--- src/rtl/wtp_pkg.sv ---
package wtp_pkg;

    // Per-context waiting state
    typedef enum logic [1:0] {
        ST_IDLE = 2'd0,   // no thread waiting
        ST_WAIT = 2'd1,   // disabled but loaded, counting down
        ST_DUE  = 2'd2,   // phase over, unload request not yet issued
        ST_OUT  = 2'd3    // unloaded, waiting for wake-up
    } ctx_st_e;

endpackage

--- src/rtl/wtp_ctx_timer.sv ---
module wtp_ctx_timer
    import wtp_pkg::*;
#(
    parameter int              CNT_W   = 16,
    parameter logic [CNT_W-1:0] DEF_LEN = 16'd1000
) (
    input  logic             clk,
    input  logic             rst_n,
    input  logic             start_i,
    input  logic [CNT_W-1:0] len_i,
    input  logic             wake_i,
    input  logic             grant_i,
    output logic             due_o,
    output logic             resident_o,
    output logic             unloaded_o,
    output logic             reenable_o,
    output logic             reload_o
);

    typedef struct packed {
        ctx_st_e          st;
        logic [CNT_W-1:0] cnt;
        logic             reen;
        logic             rel;
    } tmr_t;

    tmr_t tmr_d, tmr_q;

    always_comb begin
        tmr_d      = tmr_q;
        tmr_d.reen = 1'b0;
        tmr_d.rel  = 1'b0;
        if (start_i) begin
            tmr_d.st  = ST_WAIT;
            tmr_d.cnt = (len_i == '0) ? DEF_LEN : len_i;
        end else if (wake_i) begin
            unique case (tmr_q.st)
                ST_WAIT, ST_DUE: begin
                    tmr_d.reen = 1'b1;
                    tmr_d.st   = ST_IDLE;
                end
                ST_OUT: begin
                    tmr_d.rel = 1'b1;
                    tmr_d.st  = ST_IDLE;
                end
                default: ;
            endcase
        end else begin
            unique case (tmr_q.st)
                ST_WAIT: begin
                    if (tmr_q.cnt <= CNT_W'(1)) tmr_d.st  = ST_DUE;
                    else                        tmr_d.cnt = tmr_q.cnt - CNT_W'(1);
                end
                ST_DUE: if (grant_i) tmr_d.st = ST_OUT;
                default: ;
            endcase
        end
    end

    always_ff @(posedge clk) begin
        if (!rst_n) begin
            tmr_q.st   <= ST_IDLE;
            tmr_q.cnt  <= '0;
            tmr_q.reen <= 1'b0;
            tmr_q.rel  <= 1'b0;
        end else begin
            tmr_q <= tmr_d;
        end
    end

    assign due_o      = (tmr_q.st == ST_DUE);
    assign resident_o = (tmr_q.st == ST_WAIT) || (tmr_q.st == ST_DUE);
    assign unloaded_o = (tmr_q.st == ST_OUT);
    assign reenable_o = tmr_q.reen;
    assign reload_o   = tmr_q.rel;

endmodule

--- src/rtl/wtp_unload_arb.sv ---
module wtp_unload_arb #(
    parameter int NUM_CTX = 4,
    parameter int IDX_W   = 2
) (
    input  logic               clk,
    input  logic               rst_n,
    input  logic [NUM_CTX-1:0] cand_i,
    output logic [NUM_CTX-1:0] grant_o,
    output logic               valid_o,
    output logic [IDX_W-1:0]   ctx_o
);

    typedef struct packed {
        logic             valid;
        logic [IDX_W-1:0] ctx;
    } arb_t;

    arb_t arb_d, arb_q;

    // lowest context number wins
    always_comb begin
        grant_o   = '0;
        arb_d     = '0;
        for (int i = NUM_CTX - 1; i >= 0; i--) begin
            if (cand_i[i]) begin
                grant_o   = '0;
                grant_o[i] = 1'b1;
                arb_d.valid = 1'b1;
                arb_d.ctx   = IDX_W'(i);
            end
        end
    end

    always_ff @(posedge clk) begin
        if (!rst_n) arb_q <= '0;
        else        arb_q <= arb_d;
    end

    assign valid_o = arb_q.valid;
    assign ctx_o   = arb_q.ctx;

endmodule

--- src/rtl/twophase_wait_ctl.sv ---
module twophase_wait_ctl #(
    parameter int NUM_CTX    = 4,
    parameter int CNT_W      = 16,
    parameter int BLOCK_COST = 1000,
    parameter int ALPHA      = 1,
    localparam int IDX_W     = (NUM_CTX > 1) ? $clog2(NUM_CTX) : 1
) (
    input  logic               clk,
    input  logic               rst_n,
    input  logic [NUM_CTX-1:0] start_i,
    input  logic [CNT_W-1:0]   phase_len_i,
    input  logic [NUM_CTX-1:0] wake_i,
    output logic               unload_valid_o,
    output logic [IDX_W-1:0]   unload_ctx_o,
    output logic [NUM_CTX-1:0] resident_o,
    output logic [NUM_CTX-1:0] unloaded_o,
    output logic [NUM_CTX-1:0] reenable_o,
    output logic [NUM_CTX-1:0] reload_o
);

    localparam logic [CNT_W-1:0] DEF_LEN = CNT_W'(ALPHA * BLOCK_COST);

    logic [NUM_CTX-1:0] due;
    logic [NUM_CTX-1:0] grant;
    logic [NUM_CTX-1:0] cand;

    // a context touched by start or wake this edge is not offered for unload
    assign cand = due & ~wake_i & ~start_i;

    for (genvar g = 0; g < NUM_CTX; g++) begin : g_ctx
        wtp_ctx_timer #(
            .CNT_W  (CNT_W),
            .DEF_LEN(DEF_LEN)
        ) u_tmr (
            .clk       (clk),
            .rst_n     (rst_n),
            .start_i   (start_i[g]),
            .len_i     (phase_len_i),
            .wake_i    (wake_i[g]),
            .grant_i   (grant[g]),
            .due_o     (due[g]),
            .resident_o(resident_o[g]),
            .unloaded_o(unloaded_o[g]),
            .reenable_o(reenable_o[g]),
            .reload_o  (reload_o[g])
        );
    end

    wtp_unload_arb #(
        .NUM_CTX(NUM_CTX),
        .IDX_W  (IDX_W)
    ) u_arb (
        .clk    (clk),
        .rst_n  (rst_n),
        .cand_i (cand),
        .grant_o(grant),
        .valid_o(unload_valid_o),
        .ctx_o  (unload_ctx_o)
    );

endmodule

--- config.mk ---
export PLATFORM = sky130hd
export DESIGN_NAME = twophase_wait_ctl
export DESIGN_NICKNAME = d
export VERILOG_FILES = /design/src/rtl/wtp_pkg.sv /design/src/rtl/wtp_ctx_timer.sv /design/src/rtl/wtp_unload_arb.sv /design/src/rtl/twophase_wait_ctl.sv
export SDC_FILE = /design/constraint.sdc
export NUM_CORES = 1
export LEC_CHECK = 0
export BUFFER_PORTS_ARGS = -buffer_cell sky130_fd_sc_hd__buf_4
export CAP_MARGIN = 20
export CELL_PAD_IN_SITES_DETAIL_PLACEMENT = 1
export CELL_PAD_IN_SITES_GLOBAL_PLACEMENT = 2
export CORE_MARGIN = 2
export CORE_UTILIZATION = 39
export CTS_CLUSTER_SIZE = 24
export DETAILED_ROUTE_END_ITERATION = 8
export PLACE_DENSITY_LB_ADDON = 0.1
export SYNTH_ARGS = -nofsm -noshare
export SYNTH_HDL_FRONTEND = slang
export SYNTH_SLANG_ARGS = --single-unit
--- constraint.sdc ---
create_clock -name clk -period 4.6 [get_ports clk]
set_clock_uncertainty 0.05 [all_clocks]
set_input_delay 0.46 -clock clk [delete_from_list [all_inputs] [get_ports clk]]
set_output_delay 0.46 -clock clk [all_outputs]
set_load 0.005 [all_outputs]
Word-level counts from Yosys, hierarchy flattened
Cells that the tools add are included.

Bits in registers: 83. Input port bits: 26. Output and inout bits: 19. Word-level logic and storage cells: 184.

Add/sub/neg operators: 4. Magnitude comparators: 4. Eq/ne operators: 44. Muxes and demuxes: 53. Bitwise logic cells: 9. Reductions and logical operators: 47.

Operators with widths (count): 2-to-1 mux 16 bit (13); 2-to-1 mux 17 bit (4); <= comparator 16 x 1 -> 1 bit (second input constant) (4); subtractor 16 x 1 -> 16 bit (second input constant) (4); 2-to-1 mux 2 bit (16); AND reduction 4 bit (8); OR reduction 3 bit (9); != test 2 bit (second input constant) (12); != test 3 bit (second input constant) (8); OR reduction 2 bit (9); == test 2 bit (second input constant) (8); zero test 16 bit (1); 2-to-1 mux 4 bit (4); != test 4 x 3 -> 1 bit (second input constant) (4); != test 4 bit (second input constant) (4); one-hot mux 2 bit (2 select lines) (4); nonzero test 4 bit (4); 2-to-1 mux 3 bit (4); != test 3 x 2 -> 1 bit (second input constant) (4); AND reduction 3 bit (4); nonzero test 3 bit (4); bitwise AND 4 bit (2); == test 2 x 1 -> 1 bit (second input constant) (4); 2-to-1 mux 1 bit (8); other kinds (4) (15).

Longest topological paths before layout
Gate-level depths: netlist (run 1).

Word-level depth: 11. Gate-level depth with buffers: 8. Mapped depth without buffers: 7.

Hierarchy
Synthesis (run 1) repeated with hierarchy kept, for this count alone.

Cells, all modules: 634. Area, all modules: 5326.4 um^2.

Modules (own cells, without submodules): wtp_ctx_timer (g_ctx[0].u_tmr ...) (times used 2, cells an instance 155, area each 1293.7 um^2, sequential area each 400.4 um^2); wtp_ctx_timer (g_ctx[2].u_tmr ...) (times used 2, cells an instance 153, area each 1281.2 um^2, sequential area each 400.4 um^2); wtp_unload_arb (times used 1, cells an instance 14, area each 126.4 um^2, sequential area each 60.1 um^2); twophase_wait_ctl (times used 1, cells an instance 4, area each 50.0 um^2, sequential area each 0.0 um^2).

Worst setup path after synthesis (run 1)
OpenSTA, ideal clock, no wires.

Path type: input to register. Start point: input port wake_i[1]. End point: register g_ctx[1].u_tmr.tmr_q[11] (netlist bit). Library setup time: 95 ps. Arrival: 2342 ps. Required time: 4455 ps. Slack: 2112 ps. Stages on the path: 6. Path buffers: 1. Cells stage by stage: clkbuf_1 or4b_1 or3_1 or3_1 or3_1 a221oi_1.

Longest elaborated chain between the ends: 2.

Ends and longest elaborated chain: start: declaration (RTL line twophase_wait_ctl.sv:12) `input logic [NUM_CTX-1:0] wake_i,`; != test 2 bit (no source line); AND reduction 3 bit (no source line); end signal: assignment (RTL line wtp_ctx_timer.sv:67) `tmr_q <= tmr_d;`; end: declaration (RTL line wtp_ctx_timer.sv:27) `tmr_t tmr_d, tmr_q;`.

Every way passes these cells. A chain may end at the register's enable or synchronous reset.

Worst setup path after layout (run 1)
Start point: register g_ctx[0].u_tmr.tmr_q[8] (netlist bit). End point: register g_ctx[0].u_tmr.tmr_q[12] (netlist bit).

Longest elaborated chain between the ends: 5. Elaborated cells on any way between the ends: 8. Those cells by class: add/sub (1); order compare (1); eq/ne (1); mux (4); reduce/logical (1).

Ends and longest elaborated chain: start: declaration (RTL line wtp_ctx_timer.sv:27); start signal: assignment (RTL line wtp_ctx_timer.sv:67); subtractor 16 x 1 -> 16 bit (RTL line wtp_ctx_timer.sv:52) `else tmr_d.cnt = tmr_q.cnt - CNT_W'(1);`; 2-to-1 mux 16 bit (RTL line wtp_ctx_timer.sv:51) `if (tmr_q.cnt <= CNT_W'(1)) tmr_d.st = ST_DUE;`; 2-to-1 mux 16 bit (RTL line wtp_ctx_timer.sv:49) `unique case (tmr_q.st)`; 2-to-1 mux 16 bit (RTL line wtp_ctx_timer.sv:36) `end else if (wake_i) begin`; 2-to-1 mux 17 bit (RTL line wtp_ctx_timer.sv:33) `if (start_i) begin`.

Parallel ways exist; a longest one is shown, timed or not. The select of a mux whose other input is x is not followed.

==> run_results.csv, run 1 <==
group,metric,value,unit
status,status,"finished, final reports clean",
timing,fin_ws,1.887,ns
critical_path,crit_chain,"nor4_1, nand4_1, a2111oi_0, xnor2_1, a21oi_1",
timing,finalSetupViolCount,0,
logic_synthesis,ys_ff_latch,83,
clock_network,ctsResizeCount,0,
logic_synthesis,syn_inst,603,
grt,antenna_found_initial,0,
clock_network,clk_latency,0.34,ns
logic_synthesis,synth.area.mux_share,0.006255,
grt,grt_pass1_vias,4572,
logic_synthesis,synthAdderAreaFrac,0.06005,
floorplan,start_util,0.3979,
floorplan,rows,41,
route,wirelength,14820,µm
critical_path,startpoint_type,"flip-flop",
clock_network,cts.path.max_buffers,2,
clock_network,holdBufCountCts,0,
timing,slew_viol_final,0,
timing,fin_crit_sh,0.5898,
cells_and_area,final_nets,665,
critical_path,cp-end-kind,"flip-flop",
cells_and_area,instances_no_fill,792,
cells_and_area,layout-drive-gt1-share,0.1323,
logic_synthesis,netlist_area,5001,µm²
power,p_leak,2.197,nW
clock_network,root_buffer,"clkbuf_16",
timing,slew_headroom,0.2939,
timing,finalSetupTns,0,ns
clock_network,cts-htree-levels,3,
grt,grt_overflow,0,
cells_and_area,n_fill_cell,1507,
critical_path,cp.required,4.76,ns
timing,hold_viol_final,0,
critical_path,r2r_cells,5,
critical_path,cp-endpoint,"g_ctx[0].u_tmr.tmr_q[12]",
logic_synthesis,yosys.area.top_type,"dfxtp_1",
critical_path,r2r-end,"g_ctx[0].u_tmr.tmr_q[12]",
critical_path,r2r_start,"g_ctx[0].u_tmr.tmr_q[8]",
min_path,hold_path.class,"primary input to flip-flop",
logic_synthesis,ys_seq_area_frac,0.3322,
placed_design,dp_hpwl,10280,µm
critical_path,timing.critical_path.slowest_cell_delay,0.90,ns
route,first_pass_iters,4,
cells_and_area,area_growth,12.98,%
timing,fmax,0.3686,GHz
route,num_vias,4568,
critical_path,crit_slowest_cell,"nor4_1",
logic_synthesis,synth_area_leaders,"dfxtp_1 33%, xnor2_1 6.5%, ha_1 6.0%, o21ai_0 4.0%, a21oi_1 3.8%",
clock_network,clk_pin_slew,0.06,ns
route,wl_per_cell,18.71,µm
clock_network,post_cts_buffers,0,
route,drc_errors,0,
critical_path,crit_start,"g_ctx[0].u_tmr.tmr_q[8]",
cells_and_area,diodes,0,
timing,worst_pin_slew,1.049,ns
placed_design,place_ws,1.652,ns
logic_synthesis,synth_top_cell_area_share,0.3322,
grt,globalRouteTotalUtil,0.2267,
logic_synthesis,synth_compound_area_frac,0.2219,
route,drtIter0Drc,229,
placed_design,dp.cells,773,
logic_synthesis,synth_edf_count,0,
min_path,hold_depth,2,
timing,period_minus_slack,2.713,ns
logic_synthesis,post_synth_num_cell_types,62,
job,maxCapViolations,0,
route,antenna_left,0,
logic_synthesis,synthFlopType,"dfxtp_1",
critical_path,crit_type,"flip-flop to flip-flop",
logic_synthesis,ys_top_cells_by_count,"83 x dfxtp_1, 45 x nor2_1, 40 x o21ai_0",
logic_synthesis,synth_most_common_cell,"dfxtp_1",
clock_network,cts.sinks,83,
critical_path,worstPathArrival,2.87,ns
logic_synthesis,synth_warnings,0,
timing,rsz0062_at_grt,"no",
floorplan,core_area,12570,µm²
clock_network,cts_tree,"done",
route,vias_per_cell,5.768,
floorplan,ios,45,
logic_synthesis,synth_simple_gate_area_share,0.2339,
logic_synthesis,async_reset_ff_frac,0,
logic_synthesis,syn_nets,653,
placed_design,gp_congestion,0.8315,
logic_synthesis,postSynthAreaPerCell,8.294,µm²
floorplan,dieArea,13750,µm²
power,powerDensity,345.6,nW/µm²
logic_synthesis,synth_top_family_by_area,"simple AND/OR/NAND/NOR gates",
grt,grt_pass1_wl,23880,µm
critical_path,rrSetupSlack,1.89,ns
floorplan,die_w,117.2,µm
power,max-vdd-ir-drop,135.3,µV
critical_path,path_max_fanout,7,
logic_synthesis,synth-xor-area-share,0.07706,
grt,grt_max_degree,60,
cells_and_area,final_util,0.4496,
clock_network,numCtsBuffers,9,
placed_design,port_buffers,44,
floorplan,dieHeight,117.2,µm
cell families after synthesis:
logic type                 Yosys count
AOI/OAI and AO/OA                  166
adders and majority gates           24
DFF                                 83
and+or+nand+nor                    210
xor gates and xnor gates            44
buffers and inverters               73
muxes                                3
worst min-delay path by stage:
stage | from | end | slack (ns)
floorplan | g_ctx[1].u_tmr.tmr_q[13] | g_ctx[1].u_tmr.tmr_q[13] | 0.41
global placement | g_ctx[1].u_tmr.tmr_q[13] | g_ctx[1].u_tmr.tmr_q[13] | 0.44
detailed placement | g_ctx[1].u_tmr.tmr_q[13] | g_ctx[1].u_tmr.tmr_q[13] | 0.44
CTS | start_i[2] | g_ctx[2].u_tmr.tmr_q[19] | 0.35
global route | wake_i[0] | g_ctx[0].u_tmr.reenable_o | 0.36
finish | start_i[2] | g_ctx[2].u_tmr.tmr_q[19] | 0.35
metal layers:
metal	wire length, µm	track usage	vias up
met2	6871	0.3628	72
met3	507	0.04274	28
li1	-	-	2242
met1	7051	0.3006	2226
met4	386	0.09333	0
met5	0	0	-
registers in the layout (all words and copies together), names as in the netlist:
name / count
u_arb.ctx_o: 2
g_ctx.u_tmr.reload_o: 4
g_ctx.u_tmr.tmr_q: 72
u_arb.valid_o: 1
g_ctx.u_tmr.reenable_o: 4
metrics by stage:
step	area, µm²	power, W	hold slack (ns)
global route	5650	0.002063	0.3591
CTS	5633	0.001974	0.3501
detailed placement	5319	0.001196	0.4441
finish	5650	0.001953	0.3542
floorplan	5001	0.001082	0.4117
global placement	5319	0.001184	0.4419
cell type report:
cell class,count,area [µm²],share of cell area
Multi-Input combinational cell,447,3003,0.5314
Sequential cell,83,1662,0.2941
Tap cell,172,215.2,0.03809
Clock inverter,4,47.55,0.008415
Timing Repair Buffer,49,362.8,0.06422
Clock buffer,12,266.5,0.04717
Inverter,25,93.84,0.01661
worst max-delay path, delay by kind of cell, from the launching register on:
family	cells	cell delay (ns)
AO/OA/AOI/OAI	2	0.69
XOR/XNOR	1	0.18
flip-flops	1	0.33
AND/OR/NAND/NOR	2	1.33
power by group:
| group | total (W) | switching, W | internal [W] | leakage [nW] |
|---|---|---|---|---|
| clock network | 0.000768 | 0.000304 | 0.000464 | 0.155 |
| logic | 0.000366 | 0.000218 | 0.000148 | 1.36 |
| registers | 0.000819 | 0.0000498 | 0.000769 | 0.687 |
layout by cell type (no fill, tap or decap), types with 7 or more instances in the layout:
master	netlist	layout
ha_1	24	24
or3_1	14	14
o21ai_0	40	40
o211a_1	12	12
nor4_1	20	19
a31oi_1	10	10
nand2b_1	8	8
xor2_1	7	7
clkbuf_16	0	9
a211oi_1	24	24
dfxtp_1	83	83
a21oi_1	38	38
o31ai_1	8	8
nor3_1	18	18
and3_1	12	12
nand2_1	30	30
nand3_1	13	13
buf_4	16	47
or4_1	11	11
inv_1	22	22
xnor2_1	37	37
nor2_1	45	45
Power figures use the tool's default switching activity.
==> run 2: changes to the inputs <==
- CORE_UTILIZATION: 39 -> 36
- clock period: 4.6 -> 2.5 ns (I/O delays scaled with it)
==> run_results.csv, run 2 (same netlist as run 1, synthesis figures left out) <==
group,metric,value,unit
critical_path,r2r_cells,7,
route,num_vias,4632,
critical_path,worstPathArrival,2.61,ns
floorplan,dieArea,14850,µm²
timing,slew_headroom,0.5618,
floorplan,dieHeight,121.9,µm
min_path,hold_path_end,"g_ctx[2].u_tmr.tmr_q[19]",
route,wl_per_cell,18.96,µm
cells_and_area,area_growth,16.56,%
critical_path,crit_buf_inv,1,
critical_path,crit_family,"simple AND/OR/NAND/NOR gates",
floorplan,start_util,0.3645,
timing,worst_pin_slew,0.6564,ns
timing,period_minus_slack,2.400,ns
grt,antenna_found_initial,0,
placed_design,placed_cell_area,5479,µm²
critical_path,crit_slowest_cell,"or4b_4",
timing,fin_crit_sh,0.9601,
grt,globalRouteTotalUtil,0.2160,
timing,slew_viol_final,0,
critical_path,startpoint_type,"flip-flop",
critical_path,r2r-end,"g_ctx[1].u_tmr.tmr_q[11]",
min_path,hold_depth,2,
cells_and_area,top_register,"g_ctx.u_tmr.tmr_q",
critical_path,crit_type,"flip-flop to flip-flop",
placed_design,gp_congestion,0.7972,
route,drc_errors,0,
critical_path,path_max_fanout,4,
route,drtIter0Drc,207,
route,first_pass_iters,6,
critical_path,cp-end-kind,"flip-flop",
placed_design,dp_hpwl,10730,µm
timing,finalSetupViolCount,0,
cells_and_area,mostFrequentLayoutCell,"dfxtp_1",
cells_and_area,layout_common_cells,"82 x dfxtp_1, 66 x buf_4, 45 x nor2_1",
cells_and_area,layout-drive-gt1-share,0.1638,
clock_network,numCtsBuffers,9,
power,max-vdd-ir-drop,292.8,µV
floorplan,ios,45,
floorplan,rows,43,
critical_path,crit_start,"g_ctx[1].u_tmr.tmr_q[19]",
clock_network,clk_latency,0.35,ns
cells_and_area,final_nets,682,
clock_network,holdBufCountCts,0,
clock_network,clk_pin_slew,0.06,ns
route,vias_per_cell,5.683,
timing,hold_viol_final,0,
min_path,hold_path.class,"primary input to flip-flop",
job,maxCapViolations,0,
power,powerDensity,624.6,nW/µm²
critical_path,r2r_start,"g_ctx[1].u_tmr.tmr_q[19]",
cells_and_area,fin_area,5829,µm²
route,antenna_left,0,
cells_and_area,final_util,0.4249,
clock_network,cts_tree,"done",
critical_path,crit_chain,"inv_1, ha_1, or4b_4, or3_4, or3_4, or3_1, a221oi_2",
min_path,min-delay-start,"start_i[2]",
clock_network,cts.sinks,83,
cells_and_area,largest_register_ffs,72,
critical_path,rrSetupSlack,0.1,ns
critical_path,timing.critical_path.slowest_cell_delay,0.47,ns
floorplan,core_area,13720,µm²
route,wirelength,15450,µm
grt,grt_max_degree,33,
grt,grt_pass1_wl,24830,µm
critical_path,cp.required,2.71,ns
placed_design,port_buffers,44,
timing,fmax,0.4166,GHz
critical_path,cpMostUsedCell,"or3_4",
grt,grt_pass1_vias,4661,
power,p_leak,2.283,nW
clock_network,cts.path.max_buffers,2,
grt,grt_overflow,0,
cells_and_area,diodes,0,
clock_network,root_buffer,"clkbuf_16",
status,status,"finished, final reports clean",
floorplan,die_w,121.9,µm
clock_network,cts-htree-levels,3,
-- run 2: cell types whose count changed in the layout (fill, tap and decap cells not counted), sizes merged --
| cell | before | now |
|---|---|---|
| bufinv | 1 | 2 |
| buf | 48 | 66 |
| clkbuf | 13 | 11 |
| clkinvlp | 1 | 0 |
| clkinv | 4 | 3 |
-- run 2: layout make-up --
class / count / area (µm²)
sequential: 83 / 1663
inverter: 25 / 93.84
timing repair buffer: 66 / 495.5
clock buffer: 11 / 232.7
clock inverter: 3 / 65.06
fill: 1635 / 7890
multi-input combinational: 447 / 3054
tap: 180 / 225.2
-- run 2: metal layers --
metal / wire length [µm] / GRT usage / vias up / share of wire
li1: - / - / 2259 / -
met1: 7234 / 0.2834 / 2289 / 0.47
met2: 7447 / 0.3607 / 60 / 0.48
met3: 429 / 0.03418 / 24 / 0.028
met4: 337 / 0.07399 / 0 / 0.022
met5: 0 / 0 / - / 0
-- run 2: worst reg2reg max path: stages (launching register included) --
cell and delay [ns]:
dfxtp_2 0.34, inv_1 0.08, ha_1 0.16, or4b_4 0.47, or3_4 0.35, or3_4 0.34, or3_1 0.32, a221oi_2 0.21
-- run 2: repair_timing --
action,CTS,global route
endpoints found under the setup margin,0,6
setup buffers,0,0
resized for setup,0,10
-- run 2: how the worst max path moves through the flow --
stage,cells past startpoint,slack [ns],to
after global placement,4,0.13,g_ctx[3].u_tmr.tmr_q[16]
after CTS,7,0.03,g_ctx[1].u_tmr.tmr_q[11]
after floorplan,7,0.07,g_ctx[1].u_tmr.tmr_q[11]
final,7,0.1,g_ctx[1].u_tmr.tmr_q[11]
after detailed placement,7,0.06,g_ctx[1].u_tmr.tmr_q[11]
after global routing,7,-0.005,g_ctx[3].u_tmr.tmr_q[15]
-- run 2: metrics by stage --
step           total power, W  setup WS (ns)    TNS, ns  std cells  hold slack (ns)
6_report             0.003641        0.09973          0        815           0.1415
5_1_grt              0.003820      -0.005202  -0.005202        815           0.1660
4_1_cts              0.003664        0.03064          0        815           0.1334
3_5_place_dp         0.002242        0.05711          0        801           0.4347
3_3_place_gp         0.002222         0.1319          0        801           0.4375
2_1_floorplan        0.001992        0.07078          0        603           0.3304
-- run 2: power breakdown --
part,switching (W),internal (W),total (W),leakage [nW]
sequential,0.0000943,0.00142,0.00151,0.687
clock,0.000546,0.000864,0.00141,0.145
combinational,0.000419,0.000303,0.000722,1.45
total,0.00106,0.00258,0.00364,2.28
